File: src/rtl/steer_pkg.sv
`timescale 1ns/1ps
package steer_pkg;
    localparam int INSTR_W  = 32;
    localparam int NSLOT    = 2;
    localparam int OP_W     = 6;
    localparam int REG_W    = 5;
    localparam int NREGS    = 1 << REG_W;
    localparam int BUNDLE_W = INSTR_W * NSLOT;

    localparam int OP_LSB  = INSTR_W - OP_W;
    localparam int RS1_LSB = OP_LSB - REG_W;
    localparam int RS2_LSB = RS1_LSB - REG_W;
    localparam int RD_LSB  = RS2_LSB - REG_W;

    typedef logic [REG_W-1:0] reg_idx_t;

    typedef struct packed {
        logic     is_fp;
        reg_idx_t src_a;
        reg_idx_t src_b;
        reg_idx_t dst;
    } slot_info_t;

    typedef struct packed {
        logic [NSLOT-1:0]              pend;
        logic [NSLOT-1:0][INSTR_W-1:0] slot;
    } hold_t;
endpackage

File: src/rtl/steer_slot_decode.sv
`timescale 1ns/1ps
module steer_slot_decode
    import steer_pkg::*;
#(
    parameter logic [OP_W-1:0] FP_OPCODE = 6'h11
) (
    input  logic [INSTR_W-1:0] instr,
    output slot_info_t         info
);
    always_comb begin
        info.is_fp = (instr[OP_LSB +: OP_W] == FP_OPCODE);
        info.src_a = instr[RS1_LSB +: REG_W];
        info.src_b = instr[RS2_LSB +: REG_W];
        info.dst   = instr[RD_LSB +: REG_W];
    end
endmodule

File: src/rtl/steer_hazard.sv
`timescale 1ns/1ps
module steer_hazard
    import steer_pkg::*;
(
    input  slot_info_t       info,
    input  logic [NREGS-1:0] busy,
    output logic             blocked
);
    always_comb begin
        blocked = busy[info.src_a] | busy[info.src_b] | busy[info.dst];
    end
endmodule

File: src/rtl/steer_scoreboard.sv
`timescale 1ns/1ps
module steer_scoreboard
    import steer_pkg::*;
#(
    parameter int NPORT = 2
) (
    input  logic                        clk,
    input  logic                        rst_n,
    input  logic [NPORT-1:0]            set_v,
    input  logic [NPORT-1:0][REG_W-1:0] set_reg,
    input  logic [NPORT-1:0]            clr_v,
    input  logic [NPORT-1:0][REG_W-1:0] clr_reg,
    output logic [NREGS-1:0]            busy_q
);
    logic [NREGS-1:0] busy_d;

    always_comb begin
        busy_d = busy_q;
        for (int p = 0; p < NPORT; p++) begin
            if (clr_v[p]) busy_d[clr_reg[p]] = 1'b0;
        end
        for (int p = 0; p < NPORT; p++) begin
            if (set_v[p]) busy_d[set_reg[p]] = 1'b1;
        end
        busy_d[0] = 1'b0;
    end

    always_ff @(posedge clk) begin
        if (!rst_n) busy_q <= '0;
        else        busy_q <= busy_d;
    end
endmodule

File: src/rtl/pair_issue_steer.sv
`timescale 1ns/1ps
module pair_issue_steer
    import steer_pkg::*;
#(
    parameter logic [5:0] FP_OPCODE = 6'h11
) (
    input  logic        clk,
    input  logic        rst_n,
    input  logic        fetch_valid,
    input  logic [63:0] fetch_bundle,
    output logic        fetch_ready,
    input  logic        int_wb_valid,
    input  logic [4:0]  int_wb_reg,
    input  logic        fp_wb_valid,
    input  logic [4:0]  fp_wb_reg,
    output logic        int_issue_valid,
    output logic [31:0] int_issue_instr,
    output logic        fp_issue_valid,
    output logic [31:0] fp_issue_instr
);
    hold_t            st_q, st_d;
    slot_info_t       info [NSLOT];
    logic [NSLOT-1:0] blocked;
    logic [NREGS-1:0] busy_q;
    logic             issue_l, issue_r, dep_lr, pair_ok;
    logic [NSLOT-1:0] remain;
    logic [NSLOT-1:0] set_v;
    logic [NSLOT-1:0][REG_W-1:0] set_reg;

    for (genvar s = 0; s < NSLOT; s++) begin : g_slot
        steer_slot_decode #(.FP_OPCODE(FP_OPCODE)) u_dec (
            .instr (st_q.slot[s]),
            .info  (info[s])
        );
        steer_hazard u_haz (
            .info    (info[s]),
            .busy    (busy_q),
            .blocked (blocked[s])
        );
    end

    steer_scoreboard #(.NPORT(NSLOT)) u_sb (
        .clk     (clk),
        .rst_n   (rst_n),
        .set_v   (set_v),
        .set_reg (set_reg),
        .clr_v   ({fp_wb_valid, int_wb_valid}),
        .clr_reg ({fp_wb_reg, int_wb_reg}),
        .busy_q  (busy_q)
    );

    always_comb begin
        dep_lr  = (info[0].dst != '0) &&
                  ((info[1].src_a == info[0].dst) ||
                   (info[1].src_b == info[0].dst) ||
                   (info[1].dst   == info[0].dst));
        pair_ok = !info[0].is_fp && info[1].is_fp && !dep_lr;
        issue_l = st_q.pend[0] && !blocked[0];
        issue_r = st_q.pend[1] && !blocked[1] &&
                  (st_q.pend[0] ? (issue_l && pair_ok) : 1'b1);
        remain  = st_q.pend & ~{issue_r, issue_l};
        fetch_ready = (remain == '0);

        st_d      = st_q;
        st_d.pend = remain;
        if (fetch_valid && fetch_ready) begin
            st_d.pend = '1;
            for (int s = 0; s < NSLOT; s++) begin
                st_d.slot[s] = fetch_bundle[s*INSTR_W +: INSTR_W];
            end
        end

        set_v   = {issue_r, issue_l};
        set_reg = {info[1].dst, info[0].dst};

        int_issue_valid = (issue_l && !info[0].is_fp) || (issue_r && !info[1].is_fp);
        int_issue_instr = (issue_l && !info[0].is_fp) ? st_q.slot[0] : st_q.slot[1];
        fp_issue_valid  = (issue_l && info[0].is_fp) || (issue_r && info[1].is_fp);
        fp_issue_instr  = (issue_l && info[0].is_fp) ? st_q.slot[0] : st_q.slot[1];
    end

    always_ff @(posedge clk) begin
        if (!rst_n) st_q <= '0;
        else        st_q <= st_d;
    end
endmodule

File: config.mk
export PLATFORM = sky130hd
export DESIGN_NAME = pair_issue_steer
export DESIGN_NICKNAME = d
export VERILOG_FILES = /design/src/rtl/steer_pkg.sv /design/src/rtl/steer_slot_decode.sv /design/src/rtl/steer_hazard.sv /design/src/rtl/steer_scoreboard.sv /design/src/rtl/pair_issue_steer.sv
export SDC_FILE = /design/constraint.sdc
export NUM_CORES = 1
export LEC_CHECK = 0
export ABC_AREA = 0
export CORE_ASPECT_RATIO = 1.2
export CORE_MARGIN = 2
export CORE_UTILIZATION = 40
export CTS_CLUSTER_DIAMETER = 80
export DETAILED_ROUTE_END_ITERATION = 8
export PLACE_DENSITY = 0.73
export RECOVER_POWER = 100
export SLEW_MARGIN = 30
export SYNTH_ARGS = -nofsm -noshare
export SYNTH_HDL_FRONTEND = slang
export SYNTH_HIERARCHICAL = 1
export SYNTH_SLANG_ARGS = --single-unit
export TNS_END_PERCENT = 50
File: constraint.sdc
create_clock -name clk -period 5 [get_ports clk]
set_clock_uncertainty 0.15 [all_clocks]
set_input_delay 1 -clock clk [delete_from_list [all_inputs] [get_ports clk]]
set_output_delay 1 -clock clk [all_outputs]
set_load 0.005 [all_outputs]
# --- After elaboration in Yosys (flattened, before gate mapping) ---
# Index checks and enable logic that the tools add are counted.
totals:
  reg_bits: 98
  in_bits: 79
  mem_bits_rw: 0
  latch_bits: 0
  out_inout_bits: 67
  mem_bits_ro: 0
  wordCells: 89
  mem_count: 0
classes:
  eq_ne: 5
  n_mul: 0
  reduce_logical: 27
  order_cmp: 12
  addsub: 0
  shifts: 0
  muxes: 28
  n_div: 0
  n_bitwise: 12
op_table:
  columns: ["operator", "n"]
  rows:
  - ["32-bit two-way mux", 6]
  - ["66-bit two-way mux", 1]
  - ["32-bit bitwise AND", 2]
  - ["32-bit inverter", 2]
  - ["32-bit bitwise OR", 2]
  - ["5-bit by 6-bit less-than comparator with 1-bit output (second input constant)", 8]
  - ["1-bit binary-select mux with 5-bit select", 6]
  - ["1-bit demux with 5-bit select", 4]
  - ["5-bit by 1-bit greater-or-equal comparator with 1-bit output (second input constant)", 4]
  - ["1-bit logical AND", 16]
  - ["5-bit == test", 3]
  - ["6-bit by 5-bit == test with 1-bit output (second input constant)", 2]
  - ["1-bit two-way mux", 11]
  - ["1-bit zero test", 5]
  - ["5-bit nonzero test", 1]
  - ["1-bit logical OR", 4]
  - ["1-bit bitwise OR", 4]
  - ["2-bit bitwise AND", 1]
  - ["2-bit zero test", 1]
  - ["2-bit inverter", 1]

# --- Depth between registers and ports, before layout ---
# Gate-level depths: netlist of the first run.
depth:
  depth_word: 14
  mapped_depth: 16
  mapped_depth_nobuf: 13

# --- By module ---
# The synthesis of the first run kept the hierarchy.
modules_own_cells:
  columns: ["mod", "cells_per_inst", "instances", "area_per_inst_um2"]
  rows:
  - ["pair_issue_steer", 397, 1, 3689.8]
  - ["steer_scoreboard", 189, 1, 1854.3]
  - ["steer_hazard", 92, 2, 922.1]
  - ["steer_slot_decode", 17, 2, 133.9]

# --- Least setup slack after synthesis of the first run ---
# OpenSTA, ideal clock, no wires.
synth_path:
  path_type: "reg2out"
  startpoint: "register st_q[11] (netlist name)"
  endpoint: "output int_issue_instr[10]"
  setup_slack_ns: 0.965
  n_path_buf: 4
  stages_incl_launch_ff: 13
  t_arrival_ns: 2.885
  required_time_ns: 3.850
  path_cell_list: "dfxtp_1 -> buf_4 -> buf_6 -> mux4_1 -> mux2i_1 -> mux2i_1 -> mux2i_1 -> nand4_1 -> nor2b_1 -> nor2b_1 -> clkbuf_1 -> buf_2 -> mux2_2"
synth_between:
  elab_chain_cells: 7
synth_rtl:
  columns: ["item", "line_no", "text"]
  rows:
  - ["from (decl)", "pair_issue_steer.sv:21", "hold_t st_q, st_d;"]
  - ["from (signal assigned)", "pair_issue_steer.sv:84", "else st_q <= st_d;"]
  - ["1-bit binary-select mux with 5-bit select", "steer_hazard.sv:10", "blocked = busy[info.src_a] | busy[info.src_b] | busy[info.dst];"]
  - ["1-bit two-way mux (implied by the code)", "steer_hazard.sv:10", null]
  - ["1-bit bitwise OR", "steer_hazard.sv:10", null]
  - ["via blocked[0]", "pair_issue_steer.sv:23", "logic [NSLOT-1:0] blocked;"]
  - ["1-bit zero test", "pair_issue_steer.sv:58", "issue_l = st_q.pend[0] && !blocked[0];"]
  - ["1-bit logical AND", "pair_issue_steer.sv:58", null]
  - ["via issue_l", "pair_issue_steer.sv:25", "logic issue_l, issue_r, dep_lr, pair_ok;"]
  - ["1-bit logical AND", "pair_issue_steer.sv:77", "int_issue_instr = (issue_l && !info[0].is_fp) ? st_q.slot[0] : st_q.slot[1];"]
  - ["32-bit two-way mux", "pair_issue_steer.sv:77", null]
  - ["to (decl)", "pair_issue_steer.sv:17", "output logic [31:0] int_issue_instr,"]
# The timed path passes the listed nets, and every way through them passes these cells. The select of a mux whose other input is x is not followed.

# --- Worst setup path after layout of the first run ---
layout_path:
  startpoint: "register st_q[13] (netlist name)"
  endpoint: "output fp_issue_instr[3]"
layout_between:
  elab_chain_cells: 7
layout_rtl:
  columns: ["item", "line_no", "text"]
  rows:
  - ["1-bit binary-select mux with 5-bit select", "steer_hazard.sv:10", null]
  - ["1-bit two-way mux (implied by the code)", "steer_hazard.sv:10", null]
  - ["1-bit bitwise OR", "steer_hazard.sv:10", null]
  - ["via blocked[0]", "pair_issue_steer.sv:23", null]
  - ["1-bit zero test", "pair_issue_steer.sv:58", null]
  - ["1-bit logical AND", "pair_issue_steer.sv:58", null]
  - ["via issue_l", "pair_issue_steer.sv:25", null]
  - ["1-bit logical AND", "pair_issue_steer.sv:79", "fp_issue_instr = (issue_l && info[0].is_fp) ? st_q.slot[0] : st_q.slot[1];"]
  - ["32-bit two-way mux", "pair_issue_steer.sv:79", null]
  - ["to (decl)", "pair_issue_steer.sv:19", "output logic [31:0] fp_issue_instr"]
# The timed path passes the listed nets, and every way through them passes these cells. The select of a mux whose other input is x is not followed.

==> flow_summary.yaml, run 1 <==
outcome:
  status: "finished clean"
timing:
  final_hold_viol_count: 0
  hold_ws_ns: 0.3262
  fin_crit_ns: 4.848
  slew-limit-headroom_pct: 7.355
  tightest_slew_ns: 1.389
  fin_ws_ns: 0.1517
  setup_viol: 0
  period_share_pct: 96.97
  rsz0062_at_grt: "no"
  slew_viol_final: 0
  fin_tns_setup_ns: 0
  max_freq_mhz: 206.3
drt:
  viasPerCell: 5.973
  dr_wl_met2_mm: 11.69
  met1_length_mm: 9.229
  avgRoutedWirePerCell_microns: 21.07
  vias: 6953
  drt-initial-drc-count: 766
  drcViolationCount: 0
  antenna_left: 0
  wl_met3_mm: 2.438
  drt-total-wl_mm: 24.53
  firstDrtPassIters: 6
  dr.max_layer_used: "met4"
placement:
  place_ws_ns: 0.3628
  gp_congestion: 0.9620
  dp.cells: 1148
  portBuffers: 145
  place_hpwl_mm: 17.52
yosys:
  ys.flop_type: "dfxtp_1"
  syn_inst: 804
  synth_edf_count: 0
  synth_nets: 883
  async_flop_share_pct: 0
  synth_top_cell_by_area: "dfxtp_1"
  yosys_warnings: 6
  yosysSeqAreaShare_pct: 25.36
  synthesis.area_sq_um: 7656
  syn_avg_cell_area_sq_um: 9.523
  synth.area.top_cells: "dfxtp_1 25%, mux2i_1 13%, mux2_2 11%"
  yosysUniqueCellTypes: 61
  synth-seq-cells: 97
  synth_top_area_share_pct: 25.36
floorplanning:
  core_sq_um: 18790
  die_x_microns: 130.3
  num_rows: 55
  die_h_microns: 155.6
  initial_core_util_pct: 40.75
  pin_count: 146
  die_area_sq_um: 20270
worst_setup_path:
  crit_fanout: 18
  crit_required_ns: 3.85
  end_kind: "primary output"
  rrSetupSlack_ns: 0.50
  cp-start-kind: "register"
  reg2reg_to: "st_q[61]$_SDFFE_PN0P_"
  ff2ff_path_depth: 11
  arrival_ns: 3.70
  crit_type: "reg -> out"
  r2r-start: "st_q[13]$_SDFFE_PN0P_"
clock_network:
  h-tree-depth: 3
  cts_root_buf: "clkbuf_16"
  clock-sinks: 97
  cts_tree: "built"
  clock_latency_ns: 0.35
  cts_buffer_depth: 2
  cts.clk_slew.worst_paths_ns: 0.07
  cts_hold_buf: 0
  numCtsBuffers: 9
power:
  ir_drop_uv: 196.0
  p_int_uw: 1718
  clkPwrFrac_pct: 25.6
  seq_power_share_pct: 38.8
  swShare_pct: 33.93
  power_switching_uw: 882.0
  comb_power_share_pct: 35.6
  cellLeakagePower_uw: 0.003395
  p_per_area_nw_per_um2: 277.0
grt:
  grt_first_pass_wirelength_mm: 38.14
  gr-usage-all-layers_pct: 24.21
  grt_max_degree: 97
  antenna_found_initial: 0
  grt_pass1_vias: 6742
  gr-total-overflow: 0
worst_hold_path:
  holdPathEnd: "st_q[39]$_SDFFE_PN0P_"
  holdPathStages: 2
  hp-class: "reg -> reg"
  hold_path_startpoint: "st_q[39]$_SDFFE_PN0P_"
final_layout:
  fin_nets: 982
  final_cell_count_no_fill: 1164
  antennaDiodeCount: 0
  post-route-util_pct: 49.96
  drive_above_1_share_pct: 16.41
  areaGrowthSynthToFinish_pct: 22.59
  fillCellCount: 1707
flow_run:
  cap_violations: 0
stage by stage:
stage	instance area (sq um)	total power, uW
floorplan	7656	1610
global placement	9110	1929
detailed placement	9110	1941
CTS	9392	2608
global route	9385	2723
finish	9385	2600
worst max-delay path by stage:
stage | startpoint | endpoint | slack [ns] | cells past startpoint
global placement | st_q[11]$_SDFFE_PN0P_ | int_issue_instr[11] | 0.43 | 10
floorplan | st_q[11]$_SDFFE_PN0P_ | int_issue_instr[10] | 0.97 | 12
global route | st_q[21]$_SDFFE_PN0P_ | fetch_ready | 0.006 | 12
finish | st_q[13]$_SDFFE_PN0P_ | fp_issue_instr[3] | 0.15 | 11
detailed placement | st_q[11]$_SDFFE_PN0P_ | fp_issue_valid | 0.36 | 11
CTS | st_q[21]$_SDFFE_PN0P_ | int_issue_instr[11] | 0.08 | 11
what timing repair did:
action | in CTS | in global routing
resized for setup | 1 | 7
buffers inserted | 0 | 0
setup endpoints to repair | 24 | 61
registers in the layout, indices dropped and copies added, names as in the netlist:
register and flops:
u_sb/busy_q 31, st_q 66
layout make-up:
type	instances	area [sq um]	share of cell area (%)
clock buffer	10	229.0	2.440
clock inverter	6	51.30	0.5466
inverter	6	22.52	0.2400
multi-input combinational	611	5096	54.30
sequential	97	1953	20.81
tap	256	320.3	3.413
timing repair buffer	178	1713	18.25
cell families after synthesis:
logic type                synth area share, %
other                                 0.04898
DFF                                     25.36
muxes                                   32.46
xor gates and xnor gates                1.716
AOI/OAI and AO/OA                       13.91
and+or+nand+nor                         18.34
buffers and inverters                   8.171
power groups by stage:
stage	registers [uW]	clock network [uW]	logic, uW
after floorplan	913	0	697
after global placement	1020	0	913
after detailed placement	1020	0	923
after CTS	1000	678	929
after global routing	1020	714	990
final	1010	667	925
cell usage after synthesis, drive strengths merged (5+ instances only):
cell     number
mux2i        96
nor2         18
and4bb        7
nor2b        21
a211oi        6
o221ai       31
inv           6
a2111oi       6
a21boi       33
nand4b        8
nand2       142
nand2b        8
a22oi        23
clkbuf       28
mux2         74
a21oi         5
xnor2        15
nor3          9
a32oi        12
o21ai         5
mux4         28
buf          62
nor4b         5
and4b         6
dfxtp        97
o22ai         5
nand4bb       8
cells in the final DEF (no fill, tap or decap), types with 20 or more instances in the layout:
cell type / count
o221ai_1: 31
mux2i_1: 96
a21boi_0: 32
buf_4: 28
clkdlybuf4s50_1: 139
dfxtp_1: 90
a22oi_1: 23
nand2_1: 142
mux2_2: 72
nor2b_1: 20
critical path, cell delays in order (launching register included):
cell	delay, ns
dfxtp_1	0.68
mux4_1	0.40
mux2i_1	0.14
mux2i_1	0.10
mux2i_1	0.23
nand4_1	0.18
nor2b_1	0.18
clkbuf_2	0.25
nand2_1	0.10
clkbuf_4	0.28
mux2_2	0.28
clkdlybuf4s50_1	0.51
per-layer routing:
layer	GRT usage [%]	vias up
met5	0	-
met4	10.50	0
met3	5.761	92
met2	40.14	396
met1	29.80	3255
li1	-	3210
Power figures use the tool's default switching activity.
==> run 2: changes to the inputs <==
CTS_CLUSTER_SIZE = 10   (was default)
==> results of run 2 <==
No change in the layout: final DEF, timing and power equal those of run 1.
